--- src/rtl/irq_msg_pkg.sv ---
package irq_msg_pkg;
  localparam int VEC_W   = 8;
  localparam int DEST_W  = 8;
  localparam int DMODE_W = 3;
  localparam logic [DMODE_W-1:0] DM_PASSTHRU = 3'b111;

  typedef struct packed {
    logic [DEST_W-1:0]  dest;
    logic               mask;
    logic               trigger;
    logic               polarity;
    logic               dest_logical;
    logic [DMODE_W-1:0] dmode;
    logic [VEC_W-1:0]   vector;
  } route_ent_t;

  localparam int ENT_W = $bits(route_ent_t);

  typedef struct packed {
    logic [VEC_W-1:0]   vector;
    logic [DMODE_W-1:0] dmode;
    logic               dest_logical;
    logic [DEST_W-1:0]  dest;
    logic               level;
    logic               trigger;
  } irq_msg_t;

  localparam int MSG_W = $bits(irq_msg_t);
endpackage

--- src/rtl/irq_edge_track.sv ---
module irq_edge_track #(
  parameter int NPINS = 8
) (
  input  logic             clk,
  input  logic             rst_n,
  input  logic [NPINS-1:0] pins,
  input  logic [NPINS-1:0] mask,
  input  logic [NPINS-1:0] grant,
  output logic [NPINS-1:0] rise,
  output logic [NPINS-1:0] pend
);
  logic [NPINS-1:0] pin_q;
  logic [NPINS-1:0] pend_q;
  logic [NPINS-1:0] pend_d;

  // Edge against last sample; masked edges never reach the pending set.
  always_comb begin
    rise   = pins & ~pin_q;
    pend_d = (pend_q & ~grant) | (rise & ~mask);
  end

  always_ff @(posedge clk or negedge rst_n) begin
    if (!rst_n) begin
      pin_q  <= '0;
      pend_q <= '0;
    end else begin
      pin_q  <= pins;
      pend_q <= pend_d;
    end
  end

  assign pend = pend_q;
endmodule

--- src/rtl/irq_pick.sv ---
module irq_pick #(
  parameter int NPINS = 8,
  localparam int IDX_W = (NPINS > 1) ? $clog2(NPINS) : 1
) (
  input  logic             en,
  input  logic [NPINS-1:0] req,
  output logic [NPINS-1:0] grant,
  output logic [IDX_W-1:0] idx
);
  logic found;

  always_comb begin
    grant = '0;
    idx   = '0;
    found = 1'b0;
    for (int i = 0; i < NPINS; i++) begin
      if (en && req[i] && !found) begin
        grant[i] = 1'b1;
        idx      = IDX_W'(i);
        found    = 1'b1;
      end
    end
  end
endmodule

--- src/rtl/irq_msg_fmt.sv ---
module irq_msg_fmt
  import irq_msg_pkg::*;
(
  input  route_ent_t       ent,
  input  logic [VEC_W-1:0] ext_vec,
  output irq_msg_t         msg
);
  always_comb begin
    msg.vector       = (ent.dmode == DM_PASSTHRU) ? ext_vec : ent.vector;
    msg.dmode        = ent.dmode;
    msg.dest_logical = ent.dest_logical;
    msg.dest         = ent.dest;
    msg.level        = ent.polarity;
    msg.trigger      = ent.trigger;
  end
endmodule

--- src/rtl/irq_msg_gen.sv ---
module irq_msg_gen
  import irq_msg_pkg::*;
#(
  parameter int NPINS = 8,
  localparam int IDX_W = (NPINS > 1) ? $clog2(NPINS) : 1
) (
  input  logic                   clk,
  input  logic                   rst_n,
  input  logic [NPINS-1:0]       irq_pins,
  input  logic [NPINS*ENT_W-1:0] route_tbl,
  input  logic [VEC_W-1:0]       ext_vector,
  output logic                   msg_valid,
  input  logic                   msg_ready,
  output logic [VEC_W-1:0]       msg_vector,
  output logic [DMODE_W-1:0]     msg_dmode,
  output logic                   msg_dest_logical,
  output logic [DEST_W-1:0]      msg_dest,
  output logic                   msg_level,
  output logic                   msg_trigger
);
  route_ent_t       ents [NPINS];
  logic [NPINS-1:0] mask_vec;
  logic [NPINS-1:0] rise_vec;
  logic [NPINS-1:0] pend_vec;
  logic [NPINS-1:0] grant_vec;
  logic [IDX_W-1:0] grant_idx;
  logic             out_free;
  logic             load;
  route_ent_t       sel_ent;
  irq_msg_t         fmt_msg;
  logic             valid_q, valid_d;
  irq_msg_t         msg_q, msg_d;

  for (genvar g = 0; g < NPINS; g++) begin : g_unpack
    assign ents[g]     = route_tbl[g*ENT_W +: ENT_W];
    assign mask_vec[g] = ents[g].mask;
  end

  irq_edge_track #(.NPINS(NPINS)) u_track (
    .clk   (clk),
    .rst_n (rst_n),
    .pins  (irq_pins),
    .mask  (mask_vec),
    .grant (grant_vec),
    .rise  (rise_vec),
    .pend  (pend_vec)
  );

  assign out_free = !valid_q || msg_ready;

  irq_pick #(.NPINS(NPINS)) u_pick (
    .en    (out_free),
    .req   (pend_vec),
    .grant (grant_vec),
    .idx   (grant_idx)
  );

  assign load    = |grant_vec;
  assign sel_ent = ents[grant_idx];

  irq_msg_fmt u_fmt (
    .ent     (sel_ent),
    .ext_vec (ext_vector),
    .msg     (fmt_msg)
  );

  always_comb begin
    valid_d = valid_q;
    msg_d   = msg_q;
    if (load) begin
      valid_d = 1'b1;
      msg_d   = fmt_msg;
    end else if (msg_ready) begin
      valid_d = 1'b0;
    end
  end

  always_ff @(posedge clk or negedge rst_n) begin
    if (!rst_n) begin
      valid_q <= 1'b0;
    end else begin
      valid_q <= valid_d;
    end
  end

  always_ff @(posedge clk or negedge rst_n) begin
    if (!rst_n) begin
      msg_q <= '0;
    end else if (load) begin
      msg_q <= msg_d;
    end
  end

  assign msg_valid        = valid_q;
  assign msg_vector       = msg_q.vector;
  assign msg_dmode        = msg_q.dmode;
  assign msg_dest_logical = msg_q.dest_logical;
  assign msg_dest         = msg_q.dest;
  assign msg_level        = msg_q.level;
  assign msg_trigger      = msg_q.trigger;
endmodule

--- config.mk ---
export PLATFORM = sky130hd
export DESIGN_NAME = irq_msg_gen
export DESIGN_NICKNAME = d
export VERILOG_FILES = /design/src/rtl/irq_msg_pkg.sv /design/src/rtl/irq_edge_track.sv /design/src/rtl/irq_pick.sv /design/src/rtl/irq_msg_fmt.sv /design/src/rtl/irq_msg_gen.sv
export SDC_FILE = /design/constraint.sdc
export NUM_CORES = 1
export LEC_CHECK = 0
export ABC_CLOCK_PERIOD_IN_PS = 2800
export CAP_MARGIN = 20
export CORE_MARGIN = 5
export CORE_UTILIZATION = 33
export CTS_BUF_LIST = sky130_fd_sc_hd__clkbuf_2 sky130_fd_sc_hd__clkbuf_4 sky130_fd_sc_hd__clkbuf_8
export CTS_CLUSTER_DIAMETER = 50
export DETAILED_ROUTE_END_ITERATION = 8
export HOLD_SLACK_MARGIN = 0.03
export PLACE_DENSITY = 0.86
export SYNTH_ARGS = -nofsm -noshare
export SYNTH_HDL_FRONTEND = slang
export SYNTH_SLANG_ARGS = --single-unit
--- constraint.sdc ---
create_clock -name clk -period 2.8 [get_ports clk]
set_input_delay 0.56 -clock clk [delete_from_list [all_inputs] [get_ports clk]]
set_output_delay 0.56 -clock clk [all_outputs]
set_load 0.02 [all_outputs]
==> results of run 1 <==
-- worst max-delay path: stages --
cell and delay, ns:
clkdlybuf4s50_1 0.46, nand2b_1 0.23, and3_4 0.20, buf_6 0.13
mux2i_2 0.15, mux2_4 0.28, a221oi_4 0.34, o211ai_4 0.15
buf_12 0.17, a221o_1 0.28
-- worst paths after layout --
check                           depth (start not counted)  slack, ns               end
max in group asynchronous                               1       1.85     msg_vector[0]
worst max register to register                          9       0.06     msg_vector[6]
min in group clk                                        2       0.49     msg_vector[2]
worst max-delay path                                   10       0.01     msg_vector[6]
worst min-delay path                                    1       0.38  u_track.pin_q[5]
worst min register to register                          2       0.49     msg_vector[2]
-- power by group --
group          internal, uW  total (uW)  switching, uW
Sequential              749         871            122
Clock                   270         491            221
Combinational          1150        2340           1190
Total                  2170        3700           1530
-- sequential cells by signal (all words and copies together), names as in the netlist --
register          cells
msg_dest_logical      1
u_track.pin_q         8
u_track.pend          8
msg_valid             1
msg_dmode             3
msg_level             1
msg_dest              8
msg_vector            8
msg_trigger           1
-- kinds of logic (layout without fill, tap and decap cells) --
logic type | count (synthesis) | after routing
flip-flops | 39 | 39
AND/OR/NAND/NOR | 253 | 253
multiplexers | 23 | 23
AO/OA/AOI/OAI | 84 | 84
buffers and inverters | 35 | 266
-- timing repair --
action                                  4_1_cts  5_1_grt
pin swaps                                     2        5
endpoints found under the setup margin        2       18
resized for setup                             2        8
buffers inserted                              1        3
-- cell type report --
cell class / instances / area [um^2] / area share, %
tap: 129 / 161.4 / 2.749
sequential: 39 / 975.9 / 16.62
clock inverter: 3 / 47.55 / 0.8099
multi-input combinational: 360 / 2090 / 35.59
clock buffer: 5 / 68.82 / 1.172
timing repair buffer: 258 / 2527 / 43.05
-- metrics by stage --
step | cells | setup WS (ns)
CTS | 791 | 0.006952
global placement | 782 | -0.1055
floorplan | 434 | 0.2164
global route | 794 | -0.07551
finish | 794 | 0.01237
detailed placement | 782 | -0.2612
-- synth_stat cells --
master / n
o211ai_1: 1
nor4_1: 1
a21oi_1: 14
nor4_4: 1
a211oi_2: 1
buf_4: 1
nor2b_1: 2
dfrtp_1: 39
clkbuf_1: 20
and2_1: 1
nand2_1: 145
or4_1: 1
and3_1: 20
nand2b_1: 3
o21ai_1: 19
nor2_1: 28
or3_1: 2
a2111oi_2: 1
nor3_2: 1
o22ai_1: 1
a2111oi_1: 1
buf_6: 1
a221o_1: 2
a221oi_2: 1
a211oi_1: 6
a31o_1: 6
a22o_1: 6
buf_1: 3
a221oi_4: 1
o21ai_0: 4
buf_2: 10
mux2_2: 2
nor3_1: 3
nand3_1: 45
o21a_1: 1
mux2_4: 1
mux2i_1: 16
mux4_2: 4
o31ai_1: 1
o211ai_4: 1
a311oi_1: 17
-- metal layers --
layer	vias to the layer above	track usage, %	share of wire (%)
li1	1996	-	-
met1	1939	24.44	36
met2	182	43.96	55
met3	30	4.499	6.2
met4	0	6.853	2.6
met5	-	0	0
==> results.json, run 1 <==
{
  "synthXorXnorAreaFrac_pct": 0,
  "antenna_found_initial": 0,
  "report.final.slew_viol_count": 0,
  "holdBufCountCts": 0,
  "finalSetupViolations": 0,
  "synthMuxAreaShare_pct": 9.102,
  "synth_compound_area_share_pct": 20.02,
  "drt_iter0_drc": 216,
  "max_freq_mhz": 358.7,
  "dr_total_vias": 4147,
  "cts_max_level": 2,
  "ys_types": 41,
  "drtAntennaViolNets": 0,
  "skew_ns": 0.007947,
  "tightestPinTransition_ns": 0.9043,
  "track_usage_pct": 22.69,
  "outcome": "finished clean",
  "ir_worst_vdd_uv": 373.7,
  "drv_cap": 0,
  "post-route-drc-count": 0,
  "post-route-util_pct": 63.23,
  "clkTransAtPathRegs_ns": 0.09,
  "start_util_pct": 34.06,
  "relSlewSlack_pct": 39.72,
  "area_growth_pct": 85.67,
  "fin_area_um2": 5871,
  "cts_made_buffers": 5,
  "fill_cells": 789,
  "synthTopCellsByArea": "dfrtp_1 31%, nand2_1 17%, nand3_1 7.1%, mux2i_1 5.1%, a311oi_1 4.7%",
  "hpwl_mm": 11.24,
  "layout_commonest_cell": "clkdlybuf4s50_1",
  "grt_max_degree": 45,
  "total_power_uw": 3700,
  "cts_tree": "built",
  "coreArea_um2": 9284,
  "leakage_uw": 0.002450,
  "wirelength_mm": 14.06,
  "die_area_um2": 11640,
  "avgSynthCellArea_um2": 7.285,
  "placement.io_buffers": 225,
  "num_io_pins": 226,
  "layout_common_cells": "224 x clkdlybuf4s50_1, 144 x nand2_1, 45 x nand3_1",
  "holdCritPathClass": "in2async",
  "crit_type": "in2reg",
  "yosysTopAreaCell": "dfrtp_1",
  "end_kind": "flop",
  "synth-simple-area-share_pct": 35.10,
  "netlist_area_um2": 3162,
  "drive_gt1_share_pct": 9.925,
  "fin_crit_sh_pct": 99.56,
  "synth_seq_cells": 39,
  "grt_remaining_overflow": 0,
  "syn_inst": 434,
  "grt_pass1_vias": 4225,
  "rows": 35,
  "fin_crit_ns": 2.788,
  "dr.pass1.iters": 5,
  "synth_fp_nets": 637,
  "ys_seq_area_share_pct": 30.87,
  "critPathLaunch": "msg_ready",
  "cts_root_buffer": "clkbuf_8",
  "placed_cell_area_um2": 5675,
  "wl_per_cell_um": 17.71,
  "power_density_nw_per_um2": 630.2,
  "diodes": 0,
  "die_h_um": 107.9,
  "critPathLaunchType": "input port",
  "hold_viol": 0,
  "rsz0062_at_grt": "true",
  "worst_ep_required_time_ns": 2.98,
  "insertion_delay_ns": 0.30,
  "synthAdderAreaFrac_pct": 0,
  "hold_slack_ns": 0.3824,
  "synth.top_cell.area_share_pct": 30.87,
  "r2r-start": "u_track.pend[6]",
  "cts_max_path_buffers": 2,
  "cp_data_arrival_time_ns": 2.97,
  "grt_first_pass_wirelength_mm": 21.05,
  "cts.sinks": 39,
  "die_w_um": 107.9,
  "viasPerCell": 5.223,
  "crit_fanout": 7,
  "gp_congestion": 0.8816,
  "synth_top_family_by_area": "simple AND/OR/NAND/NOR gates",
  "nNetsFinal": 867,
  "yosysWarnings": 0,
  "fin_setup_tns_ns": 0
}
Note: power is estimated with default switching activity, not from simulation.
==> run 2: changes to the inputs <==
Settings changed: CAP_MARGIN 20 to 10.
==> results of run 2 <==
The final DEF is identical to that of run 1; final timing and power are the same.
==> run 3: changes to the inputs <==
Settings changed: HOLD_SLACK_MARGIN 0.03 to 0.1, SETUP_SLACK_MARGIN from default to 0.2.
==> results.json, run 3 (synthesis results as in run 1) <==
{
  "fin_crit_sh_pct": 98.33,
  "num_io_pins": 226,
  "crit_cells": 9,
  "wl_met2_mm": 7.720,
  "cts_root_buffer": "clkbuf_8",
  "r2r-start": "u_track.pend[7]",
  "p_int_uw": 2214,
  "rsz0062_at_grt": "true",
  "grt_max_degree": 45,
  "die_w_um": 107.9,
  "fill_cells": 775,
  "pwr-share-clk_pct": 13.1,
  "wirelength_mm": 14.09,
  "cp_slowest_cell": "or4_4",
  "start_util_pct": 34.06,
  "clkTransAtPathRegs_ns": 0.09,
  "dr_total_vias": 4189,
  "placement.io_buffers": 225,
  "cts.sinks": 39,
  "holdBufCountCts": 0,
  "area_growth_pct": 88.25,
  "wl_per_cell_um": 17.65,
  "crit_end": "msg_vector[5]",
  "leakage_uw": 0.002480,
  "skew_ns": 0.006383,
  "p_sw_share_pct": 41.11,
  "relSlewSlack_pct": 38.98,
  "ir_worst_vdd_uv": 429.2,
  "track_usage_pct": 23.26,
  "grt_pass1_vias": 4332,
  "combPwrFrac_pct": 63.8,
  "fin_crit_ns": 2.753,
  "die_area_um2": 11640,
  "wl_met3_um": 920,
  "dr.pass1.iters": 5,
  "antenna_found_initial": 1,
  "critPathLaunch": "u_track.pend[7]",
  "cts_tree": "built",
  "gp_congestion": 0.8816,
  "layout_common_cells": "224 x clkdlybuf4s50_1, 144 x nand2_1, 45 x nand3_1",
  "critPathLaunchType": "flop",
  "drv_cap": 0,
  "worstRegToRegCells": 9,
  "max_freq_mhz": 363.2,
  "viasPerCell": 5.249,
  "cts_max_level": 2,
  "drt_iter0_drc": 210,
  "slowest_delay_ns": 0.54,
  "hold_viol": 0,
  "hpwl_mm": 11.24,
  "finalSetupViolations": 0,
  "seq_power_share_pct": 23.1,
  "multiInputGateArea_um2": 2112,
  "drive_gt1_share_pct": 10.63,
  "cp_data_arrival_time_ns": 2.93,
  "fin_ws_ns": 0.04673,
  "worst_ep_required_time_ns": 2.98,
  "pre_cts_ws_ns": -0.2612,
  "crit_buf_inv": 2,
  "coreArea_um2": 9284,
  "switching_power_uw": 1545,
  "insertion_delay_ns": 0.30,
  "crit_fanout": 7,
  "cts_max_path_buffers": 2,
  "grt_first_pass_wirelength_mm": 21.51,
  "fin_setup_tns_ns": 0,
  "outcome": "finished clean",
  "critical_path.top_delay_family": "compound AO/OA/AOI/OAI gates",
  "layout_commonest_cell": "clkdlybuf4s50_1",
  "highest_layer": "met4",
  "grt_remaining_overflow": 0,
  "rows": 35,
  "crit_type": "reg2reg",
  "cts_made_buffers": 5,
  "drtAntennaViolNets": 0,
  "end_kind": "flop",
  "post-route-drc-count": 0,
  "tightestPinTransition_ns": 0.9153,
  "regArea_um2": 975.9,
  "ff2ff_setup_slack_ns": 0.05,
  "wirelength_met1_mm": 4.993,
  "nNetsFinal": 870,
  "holdCritPathClass": "in2async",
  "reg2reg_to": "msg_vector[5]",
  "final_cells": 798,
  "report.final.slew_viol_count": 0,
  "dp_cells": 782,
  "post-route-util_pct": 64.11,
  "worstPathCellList": "or4_4 -> and3_4 -> buf_6 -> mux2i_2 -> mux2_4 -> a221oi_4 -> o211ai_4 -> buf_4 -> a221o_1",
  "die_h_um": 107.9,
  "power_density_nw_per_um2": 631.6
}
## run 3: layout make-up
cell class	count	share of cell area, %
repair buffers	261	43.41
multi-input cells	360	35.48
flip-flops and latches	39	16.40
well taps	129	2.712
clock buffers	5	1.156
clock inverters	3	0.7988
diodes	1	0.04204
## run 3: per-stage QoR
| stage | total power, uW | hold slack, ns | area (um^2) |
|---|---|---|---|
| 2_1_floorplan | 2087 | 0.2644 | 3162 |
| 3_3_place_gp | 3066 | 0.4691 | 5675 |
| 3_5_place_dp | 3137 | 0.4748 | 5675 |
| 4_1_cts | 3736 | 0.4171 | 5926 |
| 5_1_grt | 3980 | 0.4611 | 5952 |
| 6_report | 3760 | 0.3848 | 5952 |
## run 3: metal layers
layer / GRT usage [%] / vias to the layer above
met2: 44.63 / 207
li1: - / 2003
met4: 9.558 / 0
met1: 24.26 / 1942
met5: 0 / -
met3: 4.799 / 37
## run 3: worst min-delay path by stage
stage | from | end | slack [ns] | depth (start not counted)
5_1_grt | rst_n | u_track.pin_q[4] | 0.46 | 1
2_1_floorplan | rst_n | msg_dest[0] | 0.26 | 0
4_1_cts | rst_n | u_track.pin_q[3] | 0.42 | 1
3_5_place_dp | msg_vector[2] | msg_vector[2] | 0.47 | 2
3_3_place_gp | msg_vector[2] | msg_vector[2] | 0.47 | 2
6_report | rst_n | u_track.pin_q[3] | 0.38 | 1
## run 3: repair_timing
action,4_1_cts,5_1_grt
setup buffers,6,1
resized for setup,11,4
setup endpoints to repair,19,20
pin swaps,8,3
cloned,0,0
## run 3: power groups by stage
stage               clock network [uW]  registers (uW)  logic (uW)
floorplan                            0            1060        1030
global placement                     0             866        2200
detailed placement                   0             878        2260
CTS                                508             869        2360
global route                       526             890        2560
finish                             491             870        2400
